**config.mk**
```make
export PLATFORM = sky130hd
export DESIGN_NAME = lq_order_check
export DESIGN_NICKNAME = d
export VERILOG_FILES = /design/src/rtl/lqc_pkg.sv /design/src/rtl/lqc_addr_match.sv /design/src/rtl/lqc_entries.sv /design/src/rtl/lq_order_check.sv
export SDC_FILE = /design/constraint.sdc
export NUM_CORES = 1
export LEC_CHECK = 0
export BUFFER_PORTS_ARGS = -buffer_cell sky130_fd_sc_hd__clkbuf_2
export CAP_MARGIN = 5
export CORE_ASPECT_RATIO = 0.7
export CORE_MARGIN = 5
export CORE_UTILIZATION = 35
export DETAILED_ROUTE_END_ITERATION = 7
export PLACE_DENSITY_LB_ADDON = 0.15
export SLEW_MARGIN = 20
export SYNTH_ARGS = -nofsm -noshare
export SYNTH_HDL_FRONTEND = slang
export SYNTH_SLANG_ARGS = --single-unit
```
**constraint.sdc**
```tcl
create_clock -name clk -period 16.5 [get_ports clk]
set_input_delay 1.65 -clock clk [delete_from_list [all_inputs] [get_ports clk]]
set_output_delay 1.65 -clock clk [all_outputs]
set_load 0.05 [all_outputs]
```
**src/rtl/lqc_pkg.sv**
```systemverilog
package lqc_pkg;
    typedef enum logic [1:0] {
        LQ_IDLE   = 2'd0,
        LQ_SCAN   = 2'd1,
        LQ_SQUASH = 2'd2
    } lq_mode_e;
endpackage

```
**src/rtl/lqc_addr_match.sv**
```systemverilog
module lqc_addr_match #(
    parameter int ADDR_W = 32,
    parameter int SHIFT  = 8
) (
    input  logic              ld_vld,
    input  logic [ADDR_W-1:0] ld_addr,
    input  logic [ADDR_W-1:0] st_addr,
    output logic              hit
);
    // Coarse region compare: only bits above SHIFT take part.
    always_comb begin
        hit = ld_vld && ((ld_addr >> SHIFT) == (st_addr >> SHIFT));
    end
endmodule

```
**src/rtl/lqc_entries.sv**
```systemverilog
module lqc_entries #(
    parameter int SLOTS    = 8,
    parameter int IDX_W    = 3,
    parameter int SEQ_W    = 16,
    parameter int ADDR_W   = 32,
    parameter int SQ_IDX_W = 3
) (
    input  logic                clk,
    input  logic                rst_n,
    input  logic                alloc_we,
    input  logic [IDX_W-1:0]    alloc_slot,
    input  logic [SEQ_W-1:0]    alloc_seq,
    input  logic                alloc_sqv,
    input  logic [SQ_IDX_W-1:0] alloc_sqp,
    input  logic                exec_we,
    input  logic [IDX_W-1:0]    exec_slot,
    input  logic [ADDR_W-1:0]   exec_addr,
    output logic [SEQ_W-1:0]    seq_o  [SLOTS],
    output logic                sqv_o  [SLOTS],
    output logic [SQ_IDX_W-1:0] sqp_o  [SLOTS],
    output logic                av_o   [SLOTS],
    output logic [ADDR_W-1:0]   addr_o [SLOTS]
);
    for (genvar s = 0; s < SLOTS; s++) begin : g_slot
        logic [SEQ_W-1:0]    seq_d,  seq_q;
        logic                sqv_d,  sqv_q;
        logic [SQ_IDX_W-1:0] sqp_d,  sqp_q;
        logic                av_d,   av_q;
        logic [ADDR_W-1:0]   addr_d, addr_q;

        always_comb begin
            seq_d  = seq_q;
            sqv_d  = sqv_q;
            sqp_d  = sqp_q;
            av_d   = av_q;
            addr_d = addr_q;
            if (alloc_we && alloc_slot == IDX_W'(s)) begin
                seq_d  = alloc_seq;
                sqv_d  = alloc_sqv;
                sqp_d  = alloc_sqp;
                av_d   = 1'b0;
                addr_d = '0;
            end else if (exec_we && exec_slot == IDX_W'(s)) begin
                av_d   = 1'b1;
                addr_d = exec_addr;
            end
        end

        always_ff @(posedge clk) begin
            if (!rst_n) begin
                seq_q  <= '0;
                sqv_q  <= 1'b0;
                sqp_q  <= '0;
                av_q   <= 1'b0;
                addr_q <= '0;
            end else begin
                seq_q  <= seq_d;
                sqv_q  <= sqv_d;
                sqp_q  <= sqp_d;
                av_q   <= av_d;
                addr_q <= addr_d;
            end
        end

        assign seq_o[s]  = seq_q;
        assign sqv_o[s]  = sqv_q;
        assign sqp_o[s]  = sqp_q;
        assign av_o[s]   = av_q;
        assign addr_o[s] = addr_q;
    end
endmodule

```
**src/rtl/lq_order_check.sv**
```systemverilog
module lq_order_check #(
    parameter int DEPTH       = 7,
    parameter int SEQ_W       = 16,
    parameter int ADDR_W      = 32,
    parameter int SQ_IDX_W    = 3,
    parameter int MATCH_SHIFT = 8,
    localparam int SLOTS      = DEPTH + 1,
    localparam int IDX_W      = $clog2(SLOTS),
    localparam int CNT_W      = $clog2(SLOTS + 1)
) (
    input  logic                clk,
    input  logic                rst_n,
    input  logic                alloc_valid,
    input  logic [SEQ_W-1:0]    alloc_seq,
    input  logic [SQ_IDX_W-1:0] sq_tail,
    input  logic                sq_empty,
    output logic                alloc_ready,
    output logic [IDX_W-1:0]    alloc_idx,
    input  logic                exec_valid,
    input  logic [IDX_W-1:0]    exec_idx,
    input  logic [ADDR_W-1:0]   exec_addr,
    input  logic                st_valid,
    input  logic [IDX_W-1:0]    st_lq_pos,
    input  logic [ADDR_W-1:0]   st_addr,
    output logic                st_busy,
    output logic                viol_pulse,
    output logic [IDX_W-1:0]    viol_idx,
    output logic                viol_hold,
    input  logic                viol_ack,
    input  logic                commit_valid,
    input  logic [SEQ_W-1:0]    commit_seq,
    input  logic                squash_valid,
    input  logic [SEQ_W-1:0]    squash_seq,
    output logic                squash_busy,
    output logic [CNT_W-1:0]    count,
    output logic [SEQ_W-1:0]    head_seq,
    output logic                head_sq_vld,
    output logic [SQ_IDX_W-1:0] head_sq_pos
);
    import lqc_pkg::*;

    typedef struct packed {
        lq_mode_e          mode;
        logic [IDX_W-1:0]  head;
        logic [IDX_W-1:0]  tail;
        logic [IDX_W-1:0]  ptr;
        logic [CNT_W-1:0]  cnt;
        logic [ADDR_W-1:0] st_addr;
        logic [SEQ_W-1:0]  cut_seq;
        logic              hold;
        logic [IDX_W-1:0]  vidx;
        logic              pulse;
    } ctl_t;

    ctl_t q, d;

    function automatic logic [IDX_W-1:0] wrap_inc(input logic [IDX_W-1:0] x);
        return (x == IDX_W'(SLOTS - 1)) ? '0 : x + 1'b1;
    endfunction

    function automatic logic [IDX_W-1:0] wrap_dec(input logic [IDX_W-1:0] x);
        return (x == '0) ? IDX_W'(SLOTS - 1) : x - 1'b1;
    endfunction

    logic [SEQ_W-1:0]    seq_w  [SLOTS];
    logic                sqv_w  [SLOTS];
    logic [SQ_IDX_W-1:0] sqp_w  [SLOTS];
    logic                av_w   [SLOTS];
    logic [ADDR_W-1:0]   addr_w [SLOTS];

    logic do_alloc, do_retire, do_remove, scan_hit;
    logic [IDX_W-1:0] youngest;

    assign youngest    = wrap_dec(q.tail);
    assign alloc_ready = (q.cnt != CNT_W'(DEPTH)) && (q.mode != LQ_SQUASH);
    assign do_alloc    = alloc_valid && alloc_ready;

    lqc_entries #(
        .SLOTS(SLOTS), .IDX_W(IDX_W), .SEQ_W(SEQ_W),
        .ADDR_W(ADDR_W), .SQ_IDX_W(SQ_IDX_W)
    ) u_entries (
        .clk        (clk),
        .rst_n      (rst_n),
        .alloc_we   (do_alloc),
        .alloc_slot (q.tail),
        .alloc_seq  (alloc_seq),
        .alloc_sqv  (!sq_empty),
        .alloc_sqp  (sq_tail),
        .exec_we    (exec_valid),
        .exec_slot  (exec_idx),
        .exec_addr  (exec_addr),
        .seq_o      (seq_w),
        .sqv_o      (sqv_w),
        .sqp_o      (sqp_w),
        .av_o       (av_w),
        .addr_o     (addr_w)
    );

    lqc_addr_match #(.ADDR_W(ADDR_W), .SHIFT(MATCH_SHIFT)) u_match (
        .ld_vld  (av_w[q.ptr]),
        .ld_addr (addr_w[q.ptr]),
        .st_addr (q.st_addr),
        .hit     (scan_hit)
    );

    always_comb begin
        d         = q;
        d.pulse   = 1'b0;
        do_remove = 1'b0;
        do_retire = commit_valid && (q.mode != LQ_SQUASH) && (q.cnt != '0)
                    && (seq_w[q.head] <= commit_seq);
        if (viol_ack) d.hold = 1'b0;

        case (q.mode)
            LQ_IDLE: begin
                if (squash_valid) begin
                    d.mode    = LQ_SQUASH;
                    d.cut_seq = squash_seq;
                end else if (st_valid && !q.hold && st_lq_pos != q.tail) begin
                    d.mode    = LQ_SCAN;
                    d.ptr     = st_lq_pos;
                    d.st_addr = st_addr;
                end
            end
            LQ_SCAN: begin
                if (squash_valid) begin
                    d.mode    = LQ_SQUASH;
                    d.cut_seq = squash_seq;
                end else if (q.ptr == q.tail) begin
                    d.mode = LQ_IDLE;
                end else if (scan_hit) begin
                    d.hold  = 1'b1;
                    d.vidx  = q.ptr;
                    d.pulse = 1'b1;
                    d.mode  = LQ_IDLE;
                end else begin
                    d.ptr = wrap_inc(q.ptr);
                end
            end
            default: begin
                if (q.cnt != '0 && seq_w[youngest] > q.cut_seq) begin
                    do_remove = 1'b1;
                    d.tail    = youngest;
                end else begin
                    d.mode = LQ_IDLE;
                end
            end
        endcase

        if (do_alloc)  d.tail = wrap_inc(q.tail);
        if (do_retire) d.head = wrap_inc(q.head);
        d.cnt = q.cnt + CNT_W'(do_alloc) - CNT_W'(do_retire) - CNT_W'(do_remove);
    end

    always_ff @(posedge clk) begin
        if (!rst_n) begin
            q      <= '0;
            q.mode <= LQ_IDLE;
        end else begin
            q <= d;
        end
    end

    assign alloc_idx   = q.tail;
    assign st_busy     = (q.mode == LQ_SCAN);
    assign squash_busy = (q.mode == LQ_SQUASH);
    assign viol_pulse  = q.pulse;
    assign viol_idx    = q.vidx;
    assign viol_hold   = q.hold;
    assign count       = q.cnt;
    assign head_seq    = seq_w[q.head];
    assign head_sq_vld = sqv_w[q.head];
    assign head_sq_pos = sqp_w[q.head];

    // occupancy never exceeds the usable capacity
    a_r2_count_bound: assert property (@(posedge clk) disable iff (!rst_n)
        q.cnt <= CNT_W'(DEPTH));

    // ring distance between pointers agrees with the occupancy counter
    a_r2_ptr_consistent: assert property (@(posedge clk) disable iff (!rst_n)
        ((32'(q.tail) + SLOTS - 32'(q.head)) % SLOTS) == 32'(q.cnt));

    // a violation report only ends a running scan
    a_r6_pulse_from_scan: assert property (@(posedge clk) disable iff (!rst_n)
        viol_pulse |-> ($past(q.mode) == LQ_SCAN) && !st_busy);

    // a latched violator is held until acknowledged
    a_r7_hold_sticky: assert property (@(posedge clk) disable iff (!rst_n)
        (viol_hold && !viol_ack) |=> (viol_hold && $stable(viol_idx)));

    // occupancy shrinks outside a squash only when commit asked for it
    a_r8_retire_needs_commit: assert property (@(posedge clk) disable iff (!rst_n)
        (q.mode != LQ_SQUASH && !commit_valid) |=> (q.cnt >= $past(q.cnt)));

    // a squash walk never grows the queue
    a_r9_squash_shrinks: assert property (@(posedge clk) disable iff (!rst_n)
        squash_busy |=> (q.cnt <= $past(q.cnt)));
endmodule

```
==> summary.txt <==
Max clock buf depth -> 3
sw power -> 0.000748 W
Syn Nets -> 2546
R2R depth -> 22
worst vdd ir -> 0.0720 mV
synth unique cells -> 56
post-synthesis simple-gate area fraction -> 18.5%
Synth Area in Compound Gates -> 14.1%
CTS resizes -> 0
#FFs+latches synth -> 420
die area -> 62000 um2
first-pass GRT wire length -> 105000 um
status -> completed
XOR/XNOR share of the synthesized area -> 0.964%
WL final -> 69600 um
power share of the combinational group -> 17.4%
Worst EP arrival -> 7.10 ns
global-route total usage across every layer -> 22.0%
max_cap viols -> 0
part of the cycle the worst path needs -> 40.5%
CTS Hold Bufs -> 0
share of Yosys cell area claimed by the top area cell type -> 42.1%
asr flop ratio synth -> 0%
reg-to-reg slack, setup -> 9.82 ns
ys flop type -> dfxtp_1
Clock transition at path regs -> 0.06 ns
TritonCTS buffer count -> 46
LEAKAGE -> 8.14 nW
area grow syn2layout -> 12.9%
Syn Inst Count -> 2366
Tightest Pin Transition -> 1.19 ns
Synth Area in Adders -> 3.21%
routability cong. -> 0.818
Final Hold Fails -> 0
DR iter-0 viols -> 1468
top cells by area, synth -> dfxtp_1, nand2_1, mux4_2
vias per std cell -> 5.41
Port Buffers -> 148
TNS Setup -> 0 ns
met2 global-route usage -> 32.9%
critical path type -> reg2reg
setup violators final -> 0
crit path launch type -> register
gr busiest metal -> met2
most common cell after layout, fill and taps aside -> nand2_1
fmax -> 150 MHz
Synthesis Warnings -> 0
largest net degree at the start of global routing -> 118
Die W -> 296 um
CTS tree -> yes
Max Slew Vio Count -> 0
Root Driver -> clkbuf_16
pwr dens -> 112 nW/um2
minimum clock period -> 6.68 ns
latest clock arrival within the worst-skew pair -> 0.59 ns
Avg WL per Cell -> 21.9 um
pre-CTS setup slack -> 9.99 ns
sequential area share after synthesis -> 42.1%
proportion of synthesized area in mux cells -> 15.2%
nets -> 2572
Initial Utilization -> 35.3%
routing usage on met1 -> 32.1%
vias -> 17200
Clk pwr share -> 39.9%
number of global-route vias before repair -> 16700
Pre-Repair DR Iteration Count -> 6
number of core rows -> 73
Core Util, Final -> 39.8%
Crit path required time -> 16.92 ns
Sw Ratio -> 29.7%
Setup crit end kind -> register
CTS HTree Levels -> 2
post-detail-place hpwl -> 42700 um
initial antenna violation count -> 8
drc violations -> 0
total gr overflow -> 0
Internal -> 0.00177 W
setup bufs post-CTS -> 0
clock sink count -> 420
ANT nets after route -> 0
Setup Skew -> 0.0304 ns
worst-path fanout max -> 36
met3 Use GR -> 5.16%
Avg Inst Size Synth -> 8.44 um2
WHS Path Cells -> 2
Mapped Area -> 20000 um2
EDFF count, synth -> 0
min-delay worst type -> reg2reg
largest family of logic cells by synthesized area -> simple AND/OR/NAND/NOR gates
register share of total power -> 42.7%
Rel. slew slack -> 19.9%
Die Y -> 210 um
setup ws final -> 9.82 ns
Synth area leader -> dfxtp_1
RSZ-0062 raised after global routing -> false
core footprint -> 56600 um2
fraction of layout cells with a size suffix above 1 -> 17.0%
Ports -> 165
commonest cells after routing, fill and taps aside -> nand2_1, dfxtp_1, a21oi_1
==> cell type report <==
class	instances	area [um2]
inverters	52	200
flip-flops and latches	420	8410
fillers	5661	34100
multi-input cells	1682	10500
clock buffers	72	1390
clock inverters	8	51.3
repair buffers	190	1060
well taps	750	938
diodes	5	12.5
==> per-layer routing <==
layer	part of all wire (%)	vias up	routed length, um
met5	0.049	-	34
met4	1.8	4	1240
met3	8.5	89	5910
met2	43	616	30300
met1	46	8398	32200
li1	-	8097	-
==> flip-flops by register name (all words and copies together), names as in the netlist <==
signal,flops
u_entries.g_slot.addr_q,192
viol_hold,1
q,48
viol_pulse,1
u_entries.g_slot.av_q,8
u_entries.g_slot.sqp_q,24
u_entries.g_slot.seq_q,128
alloc_idx,3
viol_idx,3
u_entries.g_slot.sqv_q,8
count,4
==> power groups by stage <==
stage	combinational (W)	clock, W	sequential, W
after floorplan	0.000318	0	0.00109
after global placement	0.000433	0	0.00110
after detailed placement	0.000439	0	0.00110
after CTS	0.000440	0.00103	0.00107
after global routing	0.000478	0.00107	0.00108
final	0.000439	0.00101	0.00108
==> cells by family (layout without fill, tap and decap cells) <==
| logic type | after synthesis | in the layout |
|---|---|---|
| and+or+nand+nor | 918 | 918 |
| AOI/OAI and AO/OA | 500 | 500 |
| DFF | 420 | 420 |
| buffers and inverters | 264 | 322 |
| muxes | 192 | 192 |
| adders and majority gates | 50 | 50 |
| xor gates and xnor gates | 22 | 22 |
| other | 0 | 5 |
==> Yosys cell counts (all sizes together) (2+ instances only) <==
cell	instances
nand2	767
dfxtp	420
a21oi	377
clkbuf	157
mux4	86
nor2	68
mux2i	67
buf	55
inv	51
ha	48
mux2	39
a221oi	30
o31ai	16
o21ai	15
o22ai	15
xnor2	14
nand4	13
a21o	12
nand3	12
or3	12
nand2b	10
and3	9
a211oi	8
nor3	8
xor2	8
nor2b	7
a22o	6
o21a	4
o221ai	4
and2	3
nor4	3
o211ai	3
a31oi	2
fa	2
nor4b	2
o31a	2
or2	2
==> metrics by stage <==
step	power (W)	hold WS (ns)	std cells	cell area, um2
after global routing	0.00263	0.469	3177	22500
after floorplan	0.00141	0.433	2366	20000
after CTS	0.00254	0.453	3174	22500
final	0.00252	0.453	3179	22600
after global placement	0.00153	0.438	3094	21100
after detailed placement	0.00154	0.445	3094	21100
==> path summary, 6_finish.rpt <==
| kind | start | end |
|---|---|---|
| setup reg to reg | alloc_idx[0]$_SDFFE_PN0P_ | count[3]$_SDFF_PN0_ |
| hold reg to reg | u_entries.g_slot[6].addr_q[12]$_SDFFE_PP0P_ | u_entries.g_slot[6].addr_q[12]$_SDFFE_PP0P_ |
| hold / removal | u_entries.g_slot[6].addr_q[12]$_SDFFE_PP0P_ | u_entries.g_slot[6].addr_q[12]$_SDFFE_PP0P_ |
| setup / recovery | alloc_idx[0]$_SDFFE_PN0P_ | count[3]$_SDFF_PN0_ |
==> critical path, cell delays in order, from the launching register on <==
cell	delay [ns]
dfxtp_1	0.55
clkinv_1	0.11
buf_4	0.31
ha_1	0.38
nor3_1	0.28
a21o_1	0.12
buf_4	0.48
a221oi_1	0.12
o31ai_1	0.99
ha_1	0.42
a21o_1	0.18
a21o_1	0.16
a21oi_1	0.16
a21oi_1	0.08
o21ai_1	0.50
inv_1	0.13
fa_1	0.42
ha_1	0.29
inv_1	0.04
ha_1	0.20
fa_1	0.38
xor2_1	0.17
nor2_1	0.05
Power figures use the tool's default switching activity.
